===== src/rtl/muxio_pkg.sv =====
package muxio_pkg;

  // Register select decoded from the two-bit address
  typedef enum logic [1:0] {
    SEL_LATCH = 2'd0,
    SEL_DIR   = 2'd1,
    SEL_OWN   = 2'd2,
    SEL_PINS  = 2'd3
  } regSel_e;

  // Strobes from control to datapath
  typedef struct packed {
    logic    wrLatch;
    logic    wrDir;
    logic    wrOwn;
    regSel_e rdSel;
  } portStrobe_t;

  // Per-pin operating mode
  typedef enum logic [1:0] {
    PIN_PUSH  = 2'd0,
    PIN_INPUT = 2'd1,
    PIN_ODRAIN = 2'd2,
    PIN_ALT   = 2'd3
  } pinMode_e;

  // Ownership has priority; otherwise direction, then latch picks input/open-drain
  function automatic pinMode_e decodePin(input logic own, input logic dir, input logic lat);
    if (own)       return PIN_ALT;
    else if (!dir) return PIN_PUSH;
    else if (lat)  return PIN_INPUT;
    else           return PIN_ODRAIN;
  endfunction

endpackage


===== src/rtl/muxio_ctrl.sv =====
module muxio_ctrl
  import muxio_pkg::*;
(
  input  logic        clk,
  input  logic        rst,
  input  logic        regWrEn,
  input  logic [1:0]  regAddr,
  output portStrobe_t strobe
);

  regSel_e sel;
  assign sel = regSel_e'(regAddr);

  always_comb begin
    strobe         = '0;
    strobe.rdSel   = sel;
    strobe.wrLatch = regWrEn && (sel == SEL_LATCH);
    strobe.wrDir   = regWrEn && (sel == SEL_DIR);
    strobe.wrOwn   = regWrEn && (sel == SEL_OWN);
  end

  // at most one byte written per cycle
  p_one_target_r2: assert property (@(posedge clk) disable iff (rst)
    $onehot0({strobe.wrLatch, strobe.wrDir, strobe.wrOwn}));

  // pin-level address never produces a write strobe
  p_pins_readonly_r9: assert property (@(posedge clk) disable iff (rst)
    (regWrEn && regAddr == 2'd3) |-> !(strobe.wrLatch || strobe.wrDir || strobe.wrOwn));

endmodule


===== src/rtl/muxio_datapath.sv =====
module muxio_datapath
  import muxio_pkg::*;
#(
  parameter int PIN_COUNT = 8
) (
  input  logic                 clk,
  input  logic                 rst,
  input  portStrobe_t          strobe,
  input  logic [PIN_COUNT-1:0] wrData,
  output logic [PIN_COUNT-1:0] rdData,
  input  logic [PIN_COUNT-1:0] padIn,
  output logic [PIN_COUNT-1:0] padOut,
  output logic [PIN_COUNT-1:0] padOe,
  input  logic [PIN_COUNT-1:0] periphOut,
  input  logic [PIN_COUNT-1:0] periphOe,
  output logic [PIN_COUNT-1:0] periphIn
);

  logic [PIN_COUNT-1:0] latchReg, dirReg, ownReg;
  logic [PIN_COUNT-1:0] syncMeta, syncPins;

  always_ff @(posedge clk) begin
    if (rst) begin
      latchReg <= '0;
      dirReg   <= '0;
      ownReg   <= '0;
    end else begin
      if (strobe.wrLatch) latchReg <= wrData;
      if (strobe.wrDir)   dirReg   <= wrData;
      if (strobe.wrOwn)   ownReg   <= wrData;
    end
  end

  // Two-flop synchronizer
  always_ff @(posedge clk) begin
    if (rst) begin
      syncMeta <= '0;
      syncPins <= '0;
    end else begin
      syncMeta <= padIn;
      syncPins <= syncMeta;
    end
  end

  assign periphIn = syncPins;

  always_comb begin
    unique case (strobe.rdSel)
      SEL_LATCH: rdData = latchReg;
      SEL_DIR:   rdData = dirReg;
      SEL_OWN:   rdData = ownReg;
      default:   rdData = syncPins;
    endcase
  end

  for (genvar g = 0; g < PIN_COUNT; g++) begin : g_pin
    pinMode_e mode;
    assign mode = decodePin(ownReg[g], dirReg[g], latchReg[g]);

    always_comb begin
      unique case (mode)
        PIN_ALT:    begin padOut[g] = periphOut[g]; padOe[g] = periphOe[g]; end
        PIN_PUSH:   begin padOut[g] = latchReg[g];  padOe[g] = 1'b1;        end
        PIN_INPUT:  begin padOut[g] = 1'b0;         padOe[g] = 1'b0;        end
        default:    begin padOut[g] = 1'b0;         padOe[g] = 1'b1;        end
      endcase
    end

    // peripheral owns the pad regardless of direction/latch
    p_alt_owns_r3: assert property (@(posedge clk) disable iff (rst)
      ownReg[g] |-> (padOut[g] == periphOut[g] && padOe[g] == periphOe[g]));

    // input pins are released
    p_input_released_r5: assert property (@(posedge clk) disable iff (rst)
      (!ownReg[g] && dirReg[g] && latchReg[g]) |-> !padOe[g]);

    // open-drain only ever pulls low
    p_odrain_low_r6: assert property (@(posedge clk) disable iff (rst)
      (!ownReg[g] && dirReg[g] && !latchReg[g]) |-> (padOe[g] && !padOut[g]));
  end

  // Checker bookkeeping: cycles since reset, saturating at 2
  logic [1:0] settleCnt;
  always_ff @(posedge clk) begin
    if (rst) settleCnt <= '0;
    else if (settleCnt != 2'd2) settleCnt <= settleCnt + 2'd1;
  end

  // written byte lands at the edge
  p_latch_write_r2: assert property (@(posedge clk) disable iff (rst)
    strobe.wrLatch |=> latchReg == $past(wrData));

  // ownership byte unchanged without its own strobe
  p_own_hold_r9: assert property (@(posedge clk) disable iff (rst)
    !strobe.wrOwn |=> $stable(ownReg));

  // pin levels lag the pads by exactly two edges
  p_sync_depth_r7: assert property (@(posedge clk) disable iff (rst)
    (settleCnt == 2'd2) |-> syncPins == $past(padIn, 2));

endmodule


===== src/rtl/muxio_port.sv =====
module muxio_port
  import muxio_pkg::*;
#(
  parameter int PIN_COUNT = 8,
  parameter int ADDR_W    = 2
) (
  input  logic                 clk,
  input  logic                 rst,
  input  logic                 regWrEn,
  input  logic [ADDR_W-1:0]    regAddr,
  input  logic [PIN_COUNT-1:0] regWrData,
  output logic [PIN_COUNT-1:0] regRdData,
  input  logic [PIN_COUNT-1:0] padIn,
  output logic [PIN_COUNT-1:0] padOut,
  output logic [PIN_COUNT-1:0] padOe,
  input  logic [PIN_COUNT-1:0] periphOut,
  input  logic [PIN_COUNT-1:0] periphOe,
  output logic [PIN_COUNT-1:0] periphIn
);

  portStrobe_t strobe;

  muxio_ctrl u_ctrl (
    .clk     (clk),
    .rst     (rst),
    .regWrEn (regWrEn),
    .regAddr (regAddr[1:0]),
    .strobe  (strobe)
  );

  muxio_datapath #(.PIN_COUNT(PIN_COUNT)) u_dp (
    .clk       (clk),
    .rst       (rst),
    .strobe    (strobe),
    .wrData    (regWrData),
    .rdData    (regRdData),
    .padIn     (padIn),
    .padOut    (padOut),
    .padOe     (padOe),
    .periphOut (periphOut),
    .periphOe  (periphOe),
    .periphIn  (periphIn)
  );

  // the cycle after reset every pad is a push-pull output of 0
  p_reset_pads_r1: assert property (@(posedge clk)
    $past(rst) |-> (padOe == '1 && padOut == '0));

endmodule


===== config.mk =====
export PLATFORM = sky130hd
export DESIGN_NAME = muxio_port
export DESIGN_NICKNAME = d
export VERILOG_FILES = /design/src/rtl/muxio_pkg.sv /design/src/rtl/muxio_ctrl.sv /design/src/rtl/muxio_datapath.sv /design/src/rtl/muxio_port.sv
export SDC_FILE = /design/constraint.sdc
export NUM_CORES = 1
export LEC_CHECK = 0
export ABC_CLOCK_PERIOD_IN_PS = 2900
export CORE_ASPECT_RATIO = 1.4
export CORE_MARGIN = 1.5
export CORE_UTILIZATION = 47
export DETAILED_ROUTE_END_ITERATION = 6
export GPL_TIMING_DRIVEN = 0
export MAX_ROUTING_LAYER = met4
export PLACE_DENSITY = 0.93
export SLEW_MARGIN = 0
export SYNTH_ARGS = -nofsm -noshare
export SYNTH_HDL_FRONTEND = slang
export SYNTH_HIERARCHICAL = 1
export SYNTH_SLANG_ARGS = --single-unit

===== constraint.sdc =====
create_clock -name clk -period 2.9 [get_ports clk]
set_clock_uncertainty 0.2 [all_clocks]
set_input_delay 0.29 -clock clk [delete_from_list [all_inputs] [get_ports clk]]
set_output_delay 0.29 -clock clk [all_outputs]
set_load 0.02 [all_outputs]

### After elaboration in Yosys (flattened, before gate mapping)

Index checks and enable logic that the tools add are counted.

| word-level totals | value |
|---|---|
| bits of input ports | 37 |
| word-level logic and storage cells | 76 |
| register bits | 40 |

| cells by class | value |
|---|---|
| reductions and logical operators | 12 |
| multiplexer cells | 41 |
| equality and inequality tests | 18 |

Operators with widths:

| cell | number |
|---|---|
| 2-bit 2-to-1 mux | 24 |
| 1-bit case mux with 2 select lines | 16 |
| 8-bit case mux with 3 select lines | 1 |
| 2-bit by 1-bit equality test with 1-bit output (second input constant) | 9 |
| 2-bit equality test (second input constant) | 9 |
| 2-bit logical NOT | 9 |
| 1-bit logical AND | 3 |

### Longest topological paths before layout

| logic depth | value |
|---|---|
| depth in word-level cells | 5 |
| mapped depth | 5 |
| depth with buffers taken out | 5 |

### Modules after synthesis

Netlist, hierarchy kept.

By module, submodules not included:

| module | cells an instance | instances | area each (µm²) | sequential area each (µm²) |
|---|---|---|---|---|
| muxio_datapath | 201 | 1 | 2028.2 | 800.8 |
| muxio_ctrl | 5 | 1 | 45.0 | 0.0 |

### Worst setup path after synthesis

Ideal clock, no wire load.

| path | value |
|---|---|
| kind | register to output |
| from | register u_dp.latchReg[2] |
| to | output port padOe[2] |
| buffers on the path | 0 |
| slack | 1.154 ns |
| arrival time | 1.256 ns |
| required time | 2.410 ns |
| cell stages (with the launch flop) | 5 |
| path through | dfxtp_1 inv_1 a21o_1 ha_1 o21ai_0 |

| on the way | value |
|---|---|
| word-level cells in the longest chain between the ends | 5 |

Ends and longest elaborated chain:

| item | line | RTL |
|---|---|---|
| start, declared | muxio_datapath.sv:19 | `logic [PIN_COUNT-1:0] latchReg, dirReg, ownReg;` |
| start signal, assigned | muxio_datapath.sv:28 | `if (strobe.wrLatch) latchReg <= wrData;` |
| 2-bit 2-to-1 mux * | muxio_pkg.sv:31 | `else if (lat) return PIN_INPUT;` |
| 2-bit 2-to-1 mux * | muxio_pkg.sv:30 | `else if (!dir) return PIN_PUSH;` |
| 2-bit 2-to-1 mux * | muxio_pkg.sv:29 | `if (own) return PIN_ALT;` |
| 2-bit by 1-bit equality test with 1-bit output / 2-bit equality test (equally long branches) | muxio_datapath.sv:61 | `unique case (mode)` |
| 1-bit case mux with 2 select lines * | muxio_datapath.sv:61 |  |
| end, declared | muxio_port.sv:15 | `output logic [PIN_COUNT-1:0] padOe,` |

Mark *: on every way between the ends. The rest lies on a longest branch, timed or not.

### Final worst setup path

| path | value |
|---|---|
| from | input port regAddr[0] |
| to | output port regRdData[3] |

| on the way | value |
|---|---|
| word-level cells in the longest chain between the ends | 2 |

Ends and longest elaborated chain:

| item | line | RTL |
|---|---|---|
| start, declared | muxio_port.sv:10 | `input logic [ADDR_W-1:0] regAddr,` |
| 2-bit equality test, or another cell as far along | muxio_datapath.sv:48 | `unique case (strobe.rdSel)` |
| 8-bit case mux with 3 select lines * | muxio_datapath.sv:48 |  |
| end, declared | muxio_port.sv:12 | `output logic [PIN_COUNT-1:0] regRdData,` |

Marked as above.

==> metrics.txt <==
Core Util, Final 68.62%; I/O pin cnt 69; # rows 28; Synth area leaders dfxtp_1 39%, mux2i_1 12%, ha_1 11%, mux4_2 8.7%, nor2_1 5.8%; hold path cells 2; CTS hold repair buffers 0; buffers inserted by post-CTS timing repair 0; Num CTS Buffers 5; flop2flop setup slack 1.99 ns; clock sinks 40; DRC violations left 0; Yosys reg bits 40; TNS Setup 0 ns; Hold Vio Cnt, Final 0; number of synthesized flops with an enable pin 0; die width 59.13 µm; starting density of the core 48.91%; Critical Path AT 2.22 ns; total power per unit cell area 404.4 nW/µm²; antenna viol nets, final 0; top post-synthesis cells by count 40 x dfxtp_1, 32 x nor2_1, 25 x mux2i_1, 18 x ha_1, 16 x nor2b_1; Slew Viols, Final 0; H-tree depth 2; RSZ-0062 raised after global routing false; layout cell share with drive strength beyond 1 8.541%; final cycle utilization of the critical path 93.51%; initial antenna violation count 0; post-DP HPWL 3.363 mm; MaxCap Viol Count 0; all-layer global routing usage 20.39%; DR iter-0 viols 51; Slew HR 68.55%; VDD IR max 0.3409 mV; kind of start point of the critical path input pin; worst r2r src u_dp/dirReg[3]$_SDFFE_PP0P_; Critical Path RT 2.41 ns; crit-path max FO 8; Pleak 1.208 nW; sequential cell area fraction in the yosys report 38.62%; share of the synthesized area in the top cell type 38.62%; R2R depth 2; die area 4824 µm²; total wire length 4.388 mm; synthesis-to-layout area growth 40.31%; CTS tree built; f_max 0.3687 GHz; Final setup viols 0; worst skew pair latency 0.29 ns; input/output buffers 67; first-pass GRT wire length 7.120 mm; largest net degree at the start of global routing 12; Syn Area/Cell 10.06 µm²; Synth Flop Type dfxtp_1; Slew @ Worst Pin 0.4717 ns; RR Endpoint u_dp/dirReg[3]$_SDFFE_PP0P_; Post-Syn Area 2073 µm²; DR pass1 iterations 5; detailed-route wire length per cell 12.87 µm; Via density 4.930; worst hold start rst; GP Congestion 0.7652; post-synthesis cell type count 22; Syn Inst Count 206; status finished, final reports clean; Hold Path Sink u_dp/syncMeta[1]$_SDFF_PP0_; Async SR Flop Fraction 0%; fin nets 335; WS Path Type input pin to output port; Crit. End Element output port; Vias 1,681; Hold/Removal Path Class input pin to flip-flop; post_cts resized 0; Max clock buf depth 2; largest area contributor in the netlist dfxtp_1; core area 4239 µm²; vias in the first global route 1,608; Ant. Diodes 0; synth warn 6; die height 81.59 µm; Overflow after GRT 0; count leader, synth dfxtp_1; clk slew on worst S/H paths 0.07 ns; min Tclk post-route 2.712 ns; clock root buffer clkbuf_8; Synth Net Count 261
-- critical path, stage by stage --
cell             delay (ns)
clkdlybuf4s50_1        0.55
buf_4                  0.14
buf_6                  0.16
mux4_2                 0.52
clkdlybuf4s50_1        0.56
-- worst max path at each step --
stage / start / endpoint / cells past startpoint
floorplan: u_dp/latchReg[2]$_SDFFE_PP0P_ / padOe[2] / 4
global placement: regAddr[0] / regRdData[3] / 5
detailed placement: regAddr[0] / regRdData[3] / 5
CTS: regAddr[0] / regRdData[3] / 5
global route: regAddr[0] / regRdData[3] / 5
finish: regAddr[0] / regRdData[3] / 5
-- state kept, by name, summed over array words and instances, names as in the netlist --
| register | count |
|---|---|
| u_dp/latchReg | 8 |
| u_dp/ownReg | 8 |
| u_dp/syncMeta | 8 |
| u_dp/periphIn | 8 |
| u_dp/dirReg | 8 |
-- power breakdown --
part,switching (mW),total (mW),internal [mW]
clock,0.179,0.372,0.194
combinational,0.0921,0.216,0.124
sequential,0.0172,0.588,0.571
total,0.288,1.18,0.889
-- cells by family after synthesis --
family	Yosys count	share of synthesized area (%)
AND/OR/NAND/NOR	58	13.34
AO/OA/AOI/OAI	31	10.02
adder cells (fa/ha/maj)	18	10.86
multiplexers	35	21.85
buffers and inverters	24	5.311
flip-flops	40	38.62
-- layout make-up --
class / count / area, µm²
fillers: 316 / 1330
multi-input cells: 142 / 1162
flip-flops and latches: 40 / 800.8
repair buffers: 67 / 670.6
clock buffers: 8 / 90.09
well taps: 60 / 75.07
plain buffers: 11 / 61.31
inverters: 13 / 48.80
-- cell usage in the layout, fill, tap and decap left out --
cell and instances:
clkdlybuf4s50_1 67, dfxtp_1 40, nor2_1 32, mux2i_1 25
ha_1 18, nor2b_1 16, inv_1 13, a21o_1 12
mux4_2 8, nand2_1 7, clkbuf_8 6, a21oi_1 6
a22oi_1 6, o21ai_0 5, clkbuf_1 4, buf_2 3
and3b_1 2, buf_4 2, a22o_1 2, mux2_2 2
buf_1 2, nor3b_2 1, buf_6 1, clkbuf_2 1
-- stage by stage --
step	setup slack, ns	std cells	power (mW)	hold slack, ns	area (µm²)
6_report	0.1881	341	1.176	0.1657	2909
5_1_grt	0.1364	341	1.228	0.2064	2909
4_1_cts	0.1771	341	1.188	0.1679	2909
3_5_place_dp	0.1794	333	0.8171	0.2226	2819
3_3_place_gp	0.2232	333	0.8111	0.2202	2819
2_1_floorplan	1.154	206	0.7090	0.2138	2073
-- per-layer routing --
layer	track usage (%)	vias up	part of all wire (%)
li1	-	848	-
met1	21.54	775	40
met2	35.11	54	54
met3	4.882	4	5.0
met4	10.00	0	0.66
met5	-	-	0
(Power assumes the default switching activity.)
